--- config.mk ---
export PLATFORM = sky130hd
export DESIGN_NAME = presc_timer
export DESIGN_NICKNAME = d
export VERILOG_FILES = /design/src/rtl/presc_pkg.sv /design/src/rtl/presc_chain.sv /design/src/rtl/clko_mux.sv /design/src/rtl/cd_timer.sv /design/src/rtl/tmr_irq.sv /design/src/rtl/presc_timer.sv
export SDC_FILE = /design/constraint.sdc
export NUM_CORES = 1
export LEC_CHECK = 0
export BUFFER_PORTS_ARGS = -buffer_cell sky130_fd_sc_hd__buf_2
export CORE_MARGIN = 3
export CORE_UTILIZATION = 60
export CTS_CLUSTER_DIAMETER = 80
export DETAILED_ROUTE_END_ITERATION = 12
export MAX_ROUTING_LAYER = met4
export PLACE_DENSITY = 0.87
export SLEW_MARGIN = 20
export SYNTH_ARGS = -nofsm -noshare
export SYNTH_HDL_FRONTEND = slang
export SYNTH_SLANG_ARGS = --single-unit
--- constraint.sdc ---
create_clock -name clk -period 6.1 [get_ports clk]
set_clock_uncertainty 0.05 [all_clocks]
set_input_delay 1.22 -clock clk [delete_from_list [all_inputs] [get_ports clk]]
set_output_delay 1.22 -clock clk [all_outputs]
set_load 0.01 [all_outputs]
--- src/rtl/presc_pkg.sv ---
package presc_pkg;
   localparam int BYTE_W = 8;
   localparam int ADR_W  = 4;

   // register addresses within the host byte map
   localparam logic [ADR_W-1:0] A_IRQ_CTL = 4'h1;
   localparam logic [ADR_W-1:0] A_CLKO    = 4'hD;
   localparam logic [ADR_W-1:0] A_TMR_CTL = 4'hE;
   localparam logic [ADR_W-1:0] A_TMR_CNT = 4'hF;

   // bit positions
   localparam int B_IE    = 0;
   localparam int B_FLAG  = 2;
   localparam int B_PULSE = 4;
   localparam int B_ON    = 7;

   typedef logic [1:0] rate_code_t;
endpackage

--- src/rtl/presc_chain.sv ---
module presc_chain #(
   parameter int DIV_W   = 15,
   parameter int MIN_DIV = 60
) (
   input  logic       clk,
   input  logic       rst_n,
   input  logic       tick,
   output logic [3:0] src_stb,
   output logic [3:0] sq_tap
);
   localparam int MW = (MIN_DIV > 1) ? $clog2(MIN_DIV) : 1;

   if (DIV_W < 12) begin : g_w_chk
      $error("presc_chain: DIV_W must be at least 12");
   end
   if (MIN_DIV < 1) begin : g_m_chk
      $error("presc_chain: MIN_DIV must be at least 1");
   end

   function automatic int stb_shift(input int code);
      case (code)
         0:       return DIV_W - 12;
         1:       return DIV_W - 6;
         default: return DIV_W;
      endcase
   endfunction

   logic [DIV_W-1:0] cnt;

   always_ff @(posedge clk or negedge rst_n) begin
      if (!rst_n)    cnt <= '0;
      else if (tick) cnt <= cnt + 1'b1;
   end

   for (genvar g = 0; g < 3; g++) begin : g_stb
      localparam int SH = stb_shift(g);
      localparam logic [DIV_W-1:0] MSK = {DIV_W{1'b1}} >> (DIV_W - SH);
      assign src_stb[g] = tick && ((cnt & MSK) == MSK);
   end

   if (MIN_DIV > 1) begin : g_min
      logic [MW-1:0] mcnt;
      logic          mwrap;
      assign mwrap = (mcnt == MW'(MIN_DIV - 1));
      always_ff @(posedge clk or negedge rst_n) begin
         if (!rst_n)          mcnt <= '0;
         else if (src_stb[2]) mcnt <= mwrap ? '0 : mcnt + 1'b1;
      end
      assign src_stb[3] = src_stb[2] && mwrap;
   end else begin : g_nomin
      assign src_stb[3] = src_stb[2];
   end

   assign sq_tap[0] = tick;
   assign sq_tap[1] = cnt[DIV_W-11];
   assign sq_tap[2] = cnt[DIV_W-6];
   assign sq_tap[3] = cnt[DIV_W-1];
endmodule

--- src/rtl/clko_mux.sv ---
module clko_mux (
   input  logic       gate,
   input  logic [1:0] sel,
   input  logic [3:0] taps,
   output logic       out
);
   assign out = gate & taps[sel];
endmodule

--- src/rtl/cd_timer.sv ---
module cd_timer #(
   parameter int CNT_W = 8
) (
   input  logic             clk,
   input  logic             rst_n,
   input  logic             run,
   input  logic             stb,
   input  logic             load,
   input  logic [CNT_W-1:0] load_val,
   output logic [CNT_W-1:0] cur,
   output logic [CNT_W-1:0] reload,
   output logic             expire
);
   logic live;
   logic last;

   assign live   = run && stb && (reload != '0);
   assign last   = (cur <= CNT_W'(1));
   assign expire = live && last && !load;

   always_ff @(posedge clk or negedge rst_n) begin
      if (!rst_n) begin
         cur    <= '0;
         reload <= '0;
      end else if (load) begin
         cur    <= load_val;
         reload <= load_val;
      end else if (live) begin
         cur <= last ? reload : cur - 1'b1;
      end
   end
endmodule

--- src/rtl/tmr_irq.sv ---
module tmr_irq (
   input  logic clk,
   input  logic rst_n,
   input  logic expire,
   input  logic stb,
   input  logic ctl_wr,
   input  logic keep_flag,
   input  logic ie,
   input  logic pulse_mode,
   output logic flag,
   output logic irq_n
);
   logic pulse_act;

   always_ff @(posedge clk or negedge rst_n) begin
      if (!rst_n) begin
         flag      <= 1'b0;
         pulse_act <= 1'b0;
      end else begin
         if (expire)      flag <= 1'b1;
         else if (ctl_wr) flag <= flag & keep_flag;

         if (expire)      pulse_act <= 1'b1;
         else if (stb)    pulse_act <= 1'b0;
      end
   end

   assign irq_n = !(ie && (pulse_mode ? pulse_act : flag));
endmodule

--- src/rtl/presc_timer.sv ---
module presc_timer
   import presc_pkg::*;
#(
   parameter int DIV_W   = 15,
   parameter int MIN_DIV = 60,
   parameter int CNT_W   = 8
) (
   input  logic              clk,
   input  logic              rst_n,
   input  logic              ref_tick,
   input  logic              host_we,
   input  logic [ADR_W-1:0]  host_addr,
   input  logic [BYTE_W-1:0] host_wdata,
   output logic [BYTE_W-1:0] host_rdata,
   output logic              clk_out,
   output logic              tmr_irq_n
);
   if (CNT_W < 1 || CNT_W > BYTE_W) begin : g_cnt_chk
      $error("presc_timer: CNT_W must lie in 1..8");
   end

   logic       ie, pmode, clko_gate, tmr_en;
   rate_code_t clko_sel, tmr_src;
   logic [3:0] src_stb, sq_tap;
   logic       sel_stb, sec_stb, min_stb;
   logic       expire, flag;
   logic [CNT_W-1:0] cur, reload;

   logic wr_ctl, wr_clko, wr_tctl, wr_cnt;
   assign wr_ctl  = host_we && (host_addr == A_IRQ_CTL);
   assign wr_clko = host_we && (host_addr == A_CLKO);
   assign wr_tctl = host_we && (host_addr == A_TMR_CTL);
   assign wr_cnt  = host_we && (host_addr == A_TMR_CNT);

   always_ff @(posedge clk or negedge rst_n) begin
      if (!rst_n) begin
         ie        <= 1'b0;
         pmode     <= 1'b0;
         clko_gate <= 1'b0;
         clko_sel  <= '0;
         tmr_en    <= 1'b0;
         tmr_src   <= '0;
      end else begin
         if (wr_ctl) begin
            ie    <= host_wdata[B_IE];
            pmode <= host_wdata[B_PULSE];
         end
         if (wr_clko) begin
            clko_gate <= host_wdata[B_ON];
            clko_sel  <= host_wdata[1:0];
         end
         if (wr_tctl) begin
            tmr_en  <= host_wdata[B_ON];
            tmr_src <= host_wdata[1:0];
         end
      end
   end

   presc_chain #(.DIV_W(DIV_W), .MIN_DIV(MIN_DIV)) u_chain (
      .clk     (clk),
      .rst_n   (rst_n),
      .tick    (ref_tick),
      .src_stb (src_stb),
      .sq_tap  (sq_tap)
   );

   assign sel_stb = src_stb[tmr_src];
   assign sec_stb = src_stb[2];
   assign min_stb = src_stb[3];

   clko_mux u_clko (
      .gate (clko_gate),
      .sel  (clko_sel),
      .taps (sq_tap),
      .out  (clk_out)
   );

   cd_timer #(.CNT_W(CNT_W)) u_cnt (
      .clk      (clk),
      .rst_n    (rst_n),
      .run      (tmr_en),
      .stb      (sel_stb),
      .load     (wr_cnt),
      .load_val (host_wdata[CNT_W-1:0]),
      .cur      (cur),
      .reload   (reload),
      .expire   (expire)
   );

   tmr_irq u_irq (
      .clk        (clk),
      .rst_n      (rst_n),
      .expire     (expire),
      .stb        (sel_stb),
      .ctl_wr     (wr_ctl),
      .keep_flag  (host_wdata[B_FLAG]),
      .ie         (ie),
      .pulse_mode (pmode),
      .flag       (flag),
      .irq_n      (tmr_irq_n)
   );

   always_comb begin
      host_rdata = '0;
      case (host_addr)
         A_IRQ_CTL: begin
            host_rdata[B_IE]    = ie;
            host_rdata[B_FLAG]  = flag;
            host_rdata[B_PULSE] = pmode;
         end
         A_CLKO: begin
            host_rdata[B_ON] = clko_gate;
            host_rdata[1:0]  = clko_sel;
         end
         A_TMR_CTL: begin
            host_rdata[B_ON] = tmr_en;
            host_rdata[1:0]  = tmr_src;
         end
         A_TMR_CNT: host_rdata[CNT_W-1:0] = cur;
         default:   host_rdata = '0;
      endcase
   end
endmodule

### Word-level counts from Yosys, hierarchy flattened

Cells that the tools add are included.

| word-level totals | value |
|---|---|
| bits in registers | 47 |
| input bits | 16 |
| output and inout bits | 10 |
| logic and storage cells | 67 |

| cells by class | value |
|---|---|
| add/sub/neg operators | 3 |
| magnitude comparators | 3 |
| equal/unequal tests | 8 |
| mux-type cells | 20 |
| bitwise gates (word level) | 2 |
| reduce and logical (&&, ||, !) cells | 19 |

Operators with widths:

| cell | count |
|---|---|
| 2-to-1 mux 8 bit | 3 |
| adder 15 x 1 -> 15 bit, second input constant | 1 |
| equality test 15 bit, second input constant | 1 |
| logical AND 1 bit | 13 |
| equality test 4 bit, second input constant | 3 |
| equality test 9 bit, second input constant | 1 |
| less-or-equal comparator 8 x 1 -> 1 bit, second input constant | 1 |
| 2-to-1 mux 1 bit | 8 |
| nonzero test 8 bit | 1 |
| subtractor 8 x 1 -> 8 bit, second input constant | 1 |
| adder 6 x 1 -> 6 bit, second input constant | 1 |
| equality test 6 bit, second input constant | 1 |
| less-than comparator 2 x 3 -> 1 bit, second input constant | 2 |
| 2-to-1 mux 6 bit | 1 |
| one-hot mux 1 bit (3 select lines) | 2 |
| nonzero test 2 bit | 3 |
| binary-select mux 1 bit (select 2 bit) | 2 |
| equality test 4 x 1 -> 1 bit, second input constant | 1 |
| one-hot mux 1 bit (2 select lines) | 2 |
| one-hot mux 1 bit (4 select lines) | 1 |
| equality test 3 bit, second input constant | 1 |
| AND 1 bit | 2 |
| logical NOT 1 bit | 2 |
| 2-to-1 mux 2 bit | 1 |

### Longest topological paths before layout

Gate-level depths: netlist of run 1.

| depth | value |
|---|---|
| word-level depth | 10 |
| depth in mapped cells | 9 |
| gate-level depth less buffers | 9 |

### Modules after synthesis

A second synthesis of run 1 with hierarchy kept.

| unflattened totals | value |
|---|---|
| cells, all modules | 261 |
| area total of the unflattened synthesis | 2700.1 µm² |

Modules (own cells, without submodules):

| module | times used | cells an instance | area an instance (µm²) | sequential area each (µm²) |
|---|---|---|---|---|
| presc_chain | 1 | 98 | 1086.0 | 525.5 |
| cd_timer | 1 | 107 | 950.9 | 400.4 |
| presc_timer | 1 | 46 | 544.3 | 200.2 |
| tmr_irq | 1 | 8 | 90.1 | 50.0 |
| clko_mux | 1 | 2 | 28.8 | 0.0 |

### Worst setup path before layout of run 1

No wires, ideal clock.

| timing | value |
|---|---|
| path type | input to output |
| start | input host_addr[0] |
| end | output host_rdata[1] |
| data arrival time | 2033 ps |
| required time | 4830 ps |
| setup slack | 2797 ps |
| stages on the path | 4 |
| path buffers | 1 |
| path through | clkbuf_1 mux2_2 a22oi_1 nor2_1 |

| on the way | value |
|---|---|
| cells in the longest elaborated chain, start to end | 2 |
| elaborated cells between the ends (all ways) | 4 |
| classes of those cells | eq/ne (3); mux (1) |

RTL lines:

| element | line | text |
|---|---|---|
| from (decl) | presc_timer.sv:12 | `input logic [ADR_W-1:0] host_addr,` |
| equality test 4 bit | presc_timer.sv:105 | `case (host_addr)` |
| one-hot mux 1 bit (3 select lines) (*) | presc_timer.sv:105 |  |
| to (decl) | presc_timer.sv:14 | `output logic [BYTE_W-1:0] host_rdata,` |

Every way passes the cells marked *; elsewhere a longest branch is shown, timed or not.

### Worst setup path in the final report of run 1

Same ends and word-level chain as after synthesis.

==> results.yml, run 1 <==
critical_path:
  crit_family: "buffers and inverters"
  crit_cells: 5
  arrival_ps: 2160
  cpMaxStageDelayCell: "mux2_2"
  rrSetupSlack_ps: 3580
  crit_path_end_kind: "output port"
  r2r_start: "u_chain.cnt[4]"
  reg2reg_to: "u_cnt.cur[5]"
  cp.required_ps: 4830
  worst-setup-path-type: "in -> out"
  cp_cell_sequence: "buf_2 > mux2_2 > a22oi_1 > nor2_1 > buf_2"
  worstPathMaxFanout: 14
  worst_r2r_path_depth: 8
  cp_common_cell: "buf_2"
  max_stage_delay_ps: 360
  critPathLaunchType: "input port"
  path_buf_inv: 2
cells_and_area:
  layout.nets: 305
  fin_cells: 334
  antenna_cells: 0
  drive_gt1_share_pct: 19.4
  seqCellArea_um2: 1180
  n_fill_cell: 305
  multi_input_area_um2: 1370
  synthToLayoutAreaGrowth_pct: 9.25
global_routing:
  antenna_found_initial: 0
  grt_max_degree: 48
  overflow: 0
  grt_pass1_wl_um: 9670
  grt_use_total_pct: 24.7
  grt_pass1_vias: 2058
logic_synthesis:
  syn_nets: 283
  synthesis.area_um2: 2610
  syn_area_per_cell_um2: 10.0
  ys_seq_area_share_pct: 45.1
  synth_cells: 261
  synth_edf_count: 0
  synthFlopType: "dfrtp_1"
  ys_async_sr_fraction_pct: 100
  synth_seq_cells: 47
  synthDistinctLibCells: 42
  ys_warn_count: 0
floorplan:
  die_w_um: 72.0
  coreArea_um2: 4090
  placementRows: 23
  start_util_pct: 63.9
  ioPinCount: 26
  die_h_um: 72.0
  die_area_um2: 5180
status:
  outcome: "finished clean"
worst_hold_path:
  hold_depth: 1
  holdCritStartpoint: "u_irq.pulse_act"
  worstHoldEndpoint: "u_irq.pulse_act"
  hp-class: "reg -> reg"
job:
  drv_cap: 0
timing:
  rsz0062_at_grt: "false"
  min_period_ps: 3430
  tightest_slew_ps: 860
  fin_crit_sh_pct: 56.1
  slew_headroom_pct: 42.5
  max_freq_mhz: 292
  hold_viol: 0
  whs_ps: 452
  setup_viol: 0
  tns_ps: 0
  slew_viol_final: 0
power_and_ir_drop:
  power_uw: 926
  powerDensity_nw_per_um2: 325
  ir_drop_mv: 0.224
  power.leakage_nw: 1.30
placement:
  dp_hpwl_um: 4120
  numPortBuffers: 25
  dp_cells: 326
  gp_congestion: 0.900
detailed_routing:
  num_vias: 2113
  vias_per_cell: 6.33
  drc: 0
  drt_iter0_drc: 171
  firstDrtPassIters: 4
  wire_per_inst_um: 16.8
  ant_nets: 0
  routed_wl_um: 5620
clocking:
  cts_resized: 0
  cts_made_buffers: 5
  clock-root-buffer: "clkbuf_8"
  clock-sinks: 47
  clk_pin_slew_ps: 80
  cts_tree: "built"
  holdBufCountCts: 0
  clk_latency_ps: 300
  post_cts_buffers: 0
  cts_buffer_depth: 2
  ctsHtreeMaxLevel: 2
worst max-delay path by stage:
stage | endpoint | from | slack [ps]
final | host_rdata[1] | host_addr[0] | 2670
after global routing | host_rdata[7] | host_addr[0] | 2610
after global placement | host_rdata[7] | host_addr[0] | 2710
after CTS | host_rdata[1] | host_addr[0] | 2670
after detailed placement | host_rdata[1] | host_addr[0] | 2670
after floorplan | host_rdata[1] | host_addr[0] | 2800
cell type report:
| type | count | share of cell area, % |
|---|---|---|
| clock buffers | 5 | 2.41 |
| clock inverters | 3 | 0.702 |
| inverters | 4 | 0.527 |
| multi-input cells | 199 | 48.2 |
| flip-flops and latches | 47 | 41.2 |
| well taps | 50 | 2.19 |
| repair buffers | 26 | 4.74 |
cell families (layout without fill, tap and decap cells):
| family | after synthesis | after routing | synth area share, % |
|---|---|---|---|
| and+or+nand+nor | 116 | 116 | 23.4 |
| DFF | 47 | 47 | 45.1 |
| AOI/OAI and AO/OA | 39 | 39 | 11.3 |
| muxes | 24 | 24 | 10.4 |
| buffers and inverters | 15 | 38 | 2.30 |
| xor gates and xnor gates | 14 | 14 | 4.70 |
| adders and majority gates | 6 | 6 | 2.88 |
flip-flops by register name, summed over array words and instances, names as in the netlist, 2 cells and up:
register / cells
clko_sel: 2
u_cnt.reload: 8
u_cnt.cur: 8
tmr_src: 2
u_chain.g_min.mcnt: 6
u_chain.cnt: 15
cell usage after synthesis, types with 2 or more instances:
cell type  number  area share, %
dfrtp_1        47             45
nand2_1        43            6.2
mux2_2         15            6.5
nor2_1         15            2.2
nor3_1         10            1.9
clkbuf_1        8            1.2
mux2i_1         8            3.1
nand3_1         8            1.5
o211ai_1        8            2.3
o21ai_0         8            1.5
xor2_1          8            2.7
and3_1          7            1.7
or4_1           7            2.0
ha_1            6            2.9
xnor2_1         6            2.0
nor2b_1         5            1.2
a22oi_1         4            1.2
inv_1           4           0.58
nand4_1         4           0.96
nor3b_1         4            1.2
and2_1          3           0.72
buf_2           3           0.58
nand2b_1        3           0.72
o31ai_1         3           0.86
o41ai_1         3            1.0
a21o_1          2           0.58
a32o_1          2           0.77
nor4_1          2           0.48
nor4_4          2            1.6
where the power goes:
group          switching (mW)  total [mW]  leakage, nW  internal, mW
registers              0.0955       0.477        0.603         0.381
logic                   0.128       0.264        0.661         0.137
clock network           0.105       0.185       0.0402        0.0798
total                   0.329       0.926         1.30         0.597
through the flow:
step | instance area, um2 | utilization, % | worst slack, ps
3_5_place_dp | 2760 | 67.5 | 2670
4_1_cts | 2850 | 69.7 | 2670
6_report | 2850 | 69.8 | 2670
2_1_floorplan | 2610 | - | 2800
5_1_grt | 2850 | 69.8 | 2610
3_3_place_gp | 2760 | 67.5 | 2710
placed cells by master, fill, tap and decap left out, drive strengths merged, types with 6 or more instances in the layout:
| cell | Yosys | layout |
|---|---|---|
| and3 | 7 | 7 |
| nor3 | 10 | 10 |
| nor2 | 15 | 15 |
| xor2 | 8 | 8 |
| nand2 | 43 | 43 |
| buf | 3 | 26 |
| ha | 6 | 6 |
| nand3 | 8 | 8 |
| dfrtp | 47 | 47 |
| mux2i | 8 | 8 |
| o21ai | 8 | 8 |
| or4 | 7 | 7 |
| mux2 | 15 | 15 |
| o211ai | 8 | 8 |
| xnor2 | 6 | 6 |
metal layers:
metal | vias to the layer above | track usage (%) | part of all wire [%]
met1 | 1045 | 32.3 | 44
met2 | 59 | 39.0 | 49
li1 | 999 | - | -
met3 | 10 | 4.71 | 5.0
met4 | 0 | 8.35 | 1.8
met5 | - | - | 0
Power figures use the tool's default switching activity.
==> run 2: changes to the inputs <==
CORE_UTILIZATION = 53   (was 60)
PLACE_DENSITY = 0.82   (was 0.87)
clock period = 3.1 ns   (was 6.1 ns; I/O delays follow)
==> run 2 against run 1 <==
Core utilization decreased by 6.3 points. Critical path type is now reg -> reg. Die area rose by 12%. Clock-buffer cell count rose by 3. Via count is 0.95% lower. Largest cell class unchanged. Sequential power grew 96%. Total power grew 100%. Sequential share of layout area down 0.64 points.
==> results.yml, run 2 (synthesis gave the netlist of run 1 again) <==
status:
  outcome: "finished clean"
floorplan:
  placementRows: 24
  die_h_um: 76.2
  start_util_pct: 57.2
  coreArea_um2: 4560
  ioPinCount: 26
  die_w_um: 76.2
  die_area_um2: 5800
clocking:
  clk_latency_ps: 300
  cts_resized: 0
  post_cts_buffers: 0
  cts_buffer_depth: 2
  holdBufCountCts: 0
  clock-root-buffer: "clkbuf_8"
  clock-sinks: 47
  ctsHtreeMaxLevel: 2
  cts_tree: "built"
  cts_made_buffers: 5
  clk_pin_slew_ps: 80
timing:
  max_freq_mhz: 401
  min_period_ps: 2490
  slew_viol_final: 0
  fin_crit_sh_pct: 80.4
  tns_ps: 0
  slew_headroom_pct: 58.9
  hold_viol: 0
  whs_ps: 264
  tightest_slew_ps: 613
  setup_viol: 0
  rsz0062_at_grt: "false"
cells_and_area:
  layout_common_cells: "dfrtp_1 (47), nand2_1 (43), buf_2 (24)"
  fin_util_pct: 63.5
  biggestRegsByFlops: "u_chain.cnt: 15 flops, u_cnt.cur: 8 flops, u_cnt.reload: 8 flops"
  antenna_cells: 0
  synthToLayoutAreaGrowth_pct: 11.0
  final_common_cell: "dfrtp_1"
  largest-register: "u_chain.cnt"
  largest_register_ff_count: 15
  fin_cells: 351
  drive_gt1_share_pct: 19.6
  layout.nets: 307
global_routing:
  grt_pass1_wl_um: 9560
  grt_max_degree: 48
  grt_pass1_vias: 1925
  antenna_found_initial: 0
  overflow: 0
  grt_use_total_pct: 21.0
detailed_routing:
  drc: 0
  ant_nets: 0
  drt_iter0_drc: 131
  num_vias: 2093
  wire_per_inst_um: 16.1
  routed_wl_um: 5650
  vias_per_cell: 5.96
  firstDrtPassIters: 5
power_and_ir_drop:
  ir_drop_mv: 0.391
  power_mw: 1.87
  powerDensity_nw_per_um2: 647
  power.leakage_nw: 1.33
critical_path:
  worstPathMaxFanout: 10
  critPathLaunchType: "flip-flop"
  max_stage_delay_ps: 580
  cp_cell_sequence: "nand4_1 > nor2_1 > ha_1 > mux2i_1 > nor3b_1 > a31oi_2 > or4_1 > a31oi_1"
  crit_path_end_kind: "flip-flop"
  worst-setup-path-type: "reg -> reg"
  arrival_ps: 2660
  cpMaxStageDelayCell: "or4_1"
  cp.required_ps: 3270
job:
  drv_cap: 0
placement:
  dp_hpwl_um: 4070
  dp_cells: 343
  numPortBuffers: 25
  gp_congestion: 0.880
worst_hold_path:
  hp-class: "in -> async"
run 2: cell types whose count changed in the layout (fill, tap and decap cells not counted):
cell / delta
buf_4: +2
clkbuf_8: +2
clkinvlp_4: -2
clkbuf_1: +1
clkinv_2: -1
run 2: final cells by class:
cell class | count | area [um2]
Timing Repair Buffer | 28 | 150
Fill cell | 378 | 1670
Clock buffer | 8 | 100
Tap cell | 65 | 81.3
Multi-Input combinational cell | 199 | 1370
Inverter | 4 | 15.0
Sequential cell | 47 | 1180
run 2: report_power, final:
part | internal, mW | leakage [nW] | total (mW) | switching [mW]
registers | 0.750 | 0.603 | 0.934 | 0.184
clock network | 0.204 | 0.0515 | 0.396 | 0.193
logic | 0.273 | 0.670 | 0.542 | 0.269
total | 1.23 | 1.33 | 1.87 | 0.647
run 2: final timing paths:
| kind | from | endpoint | slack [ps] | cells after the start |
|---|---|---|---|---|
| min in group clk | u_chain.cnt[13] | u_chain.cnt[13] | 460 | 1 |
| min | rst_n | u_cnt.cur[6] | 260 | 1 |
| max | u_chain.cnt[5] | u_cnt.cur[5] | 610 | 8 |
| max in group asynchronous | rst_n | u_cnt.reload[6] | 2320 | 1 |
| max reg2reg | u_chain.cnt[5] | u_cnt.cur[5] | 610 | 8 |
| min reg2reg | u_chain.cnt[13] | u_chain.cnt[13] | 460 | 1 |
run 2: per-stage QoR:
stage               instance area (um2)  setup WS [ps]
global placement                   2790            495
global route                       2900            356
floorplan                          2610            662
CTS                                2890            628
detailed placement                 2790            423
finish                             2900            607
run 2: per-layer routing:
layer | share of wire, % | wire length (um) | track usage [%] | vias to the layer above
li1 | - | - | - | 1003
met1 | 47 | 2680 | 30.6 | 983
met2 | 42 | 2400 | 28.5 | 92
met3 | 7.6 | 431 | 4.85 | 15
met4 | 2.5 | 139 | 7.61 | 0
met5 | 0 | 0 | - | -
run 2: critical path: cells and delay by family (launching register included):
family | cells | cell delay, ps
compound gates | 2 | 340
fa+ha+maj | 1 | 150
flops | 1 | 410
mux | 1 | 60
simple gates | 4 | 1400
==> run 3: changes to the inputs <==
CORE_UTILIZATION = 59   (was 53)
PLACE_DENSITY = 0.86   (was 0.82)
clock period = 2.4 ns   (was 3.1 ns; I/O delays follow)
==> run 3 against run 2 <==
Wire length is 5.2% higher. Hold slack worse by 100 ps. Maximum frequency rose by 7.8%. Combinational power increased by 54%. Register-to-register slack worse by 520 ps. First-iteration DRC count increased by 50%. Clock-buffer cell count decreased by 3. Final area rose by 2.8%.
==> results.yml, run 3 (synthesis gave the netlist of run 1 again) <==
global_routing:
  antenna_found_initial: 0
  grt_pass1_vias: 2142
  grt_max_degree: 31
  grt_pass1_wl_um: 10100
  grt_use_total_pct: 25.6
  overflow: 0
detailed_routing:
  vias_per_cell: 6.18
  drc: 0
  num_vias: 2164
  routed_wl_um: 5940
  ant_nets: 0
  drt_iter0_drc: 196
  firstDrtPassIters: 4
  wire_per_inst_um: 17.0
critical_path:
  worstPathMaxFanout: 6
  crit_family: "simple AND/OR/NAND/NOR gates"
  cp.required_ps: 2570
  cp_common_cell: "or4_1"
  crit_path_end_kind: "flip-flop"
  critPathLaunchType: "flip-flop"
  cp_cell_sequence: "or4_1 > nor4_4 > buf_4 > mux2i_1 > or4_1 > o211ai_1"
  path_buf_inv: 1
  max_stage_delay_ps: 710
  cpMaxStageDelayCell: "or4_1"
  worst-setup-path-type: "reg -> reg"
  arrival_ps: 2480
timing:
  hold_viol: 0
  finalWorstSetupSlack_ps: 86.7
  slew_viol_final: 0
  setup_viol: 0
  rsz0062_at_grt: "true"
  tns_ps: 0
  fin_crit_sh_pct: 96.4
  min_period_ps: 2310
  slew_headroom_pct: 54.2
  tightest_slew_ps: 687
  max_freq_mhz: 432
placement:
  gp_congestion: 0.898
  numPortBuffers: 25
  pre_cts_slack_ps: 88.1
  dp_hpwl_um: 4430
  dp_cells: 341
job:
  drv_cap: 0
floorplan:
  die_area_um2: 5260
  die_h_um: 72.5
  placementRows: 23
  coreArea_um2: 4140
  start_util_pct: 63.0
  ioPinCount: 26
  die_w_um: 72.5
cells_and_area:
  layout_common_cells: "dfrtp_1 (47), nand2_1 (43), buf_2 (25)"
  largest-register: "u_chain.cnt"
  antenna_cells: 0
  synthToLayoutAreaGrowth_pct: 14.1
  layout.nets: 322
  drive_gt1_share_pct: 24.3
  n_fill_cell: 309
  fin_cells: 350
  final_common_cell: "dfrtp_1"
  biggestRegsByFlops: "u_chain.cnt: 15 flops, u_cnt.cur: 8 flops, u_cnt.reload: 8 flops"
  largest_register_ff_count: 15
clocking:
  clock-sinks: 47
  cts_buffer_depth: 2
  cts_made_buffers: 5
  clock-root-buffer: "clkbuf_8"
  clk_pin_slew_ps: 90
  holdBufCountCts: 0
  ctsHtreeMaxLevel: 2
  cts_tree: "built"
  clk_latency_ps: 300
power_and_ir_drop:
  powerDensity_nw_per_um2: 833
  ir_drop_mv: 0.472
  power.leakage_nw: 1.39
worst_hold_path:
  hp-class: "in -> async"
status:
  outcome: "finished clean"
## run 3: where the power goes
group          switching [mW]  total, mW  internal (mW)
combinational           0.406      0.833          0.427
sequential              0.209       1.18          0.968
clock                   0.270      0.470          0.200
## run 3: path summary, 6_finish.rpt
kind                                start               endpoint  slack (ps)  cells past startpoint
min in group clk            host_wdata[3]        u_cnt.reload[3]         340                      3
min                                 rst_n        u_cnt.reload[6]         160                      1
max in group asynchronous           rst_n  u_chain.g_min.mcnt[5]        1510                      2
min reg2reg                u_chain.cnt[6]         u_chain.cnt[6]         450                      1
max reg2reg                  u_cnt.cur[4]           u_cnt.cur[4]          90                      6
max                          u_cnt.cur[4]           u_cnt.cur[4]          90                      6
## run 3: repair_timing
action	in CTS	in global routing
endpoints found under the setup margin	0	9
gates resized for setup	0	2
setup buffers	0	2
endpoints found under the hold margin	0	0
## run 3: area by class of cell
class	count	area, um2	share of cell area, %
Clock buffer	5	68.8	2.31
Clock inverter	2	13.8	0.462
Inverter	4	15.0	0.504
Multi-Input combinational cell	199	1380	46.4
Sequential cell	47	1180	39.5
Tap cell	50	62.6	2.10
Timing Repair Buffer	43	260	8.74
## run 3: metrics by stage
step                area, um2  power (mW)  hold WS [ps]  util [%]
floorplan                2610        1.70           134         -
global route             2980        2.64           205      71.9
finish                   2980        2.48           161      71.9
detailed placement       2870        1.99           430      69.3
CTS                      2960        2.45           182      71.3
global placement         2870        1.93           424      69.3
## run 3: layer usage
| metal | vias up | GRT usage [%] | share of wire, % |
|---|---|---|---|
| li1 | 1028 | - | - |
| met1 | 1056 | 31.9 | 43 |
| met2 | 68 | 42.8 | 50 |
| met3 | 12 | 5.12 | 5.3 |
| met4 | 0 | 6.56 | 1.4 |
| met5 | - | - | 0 |
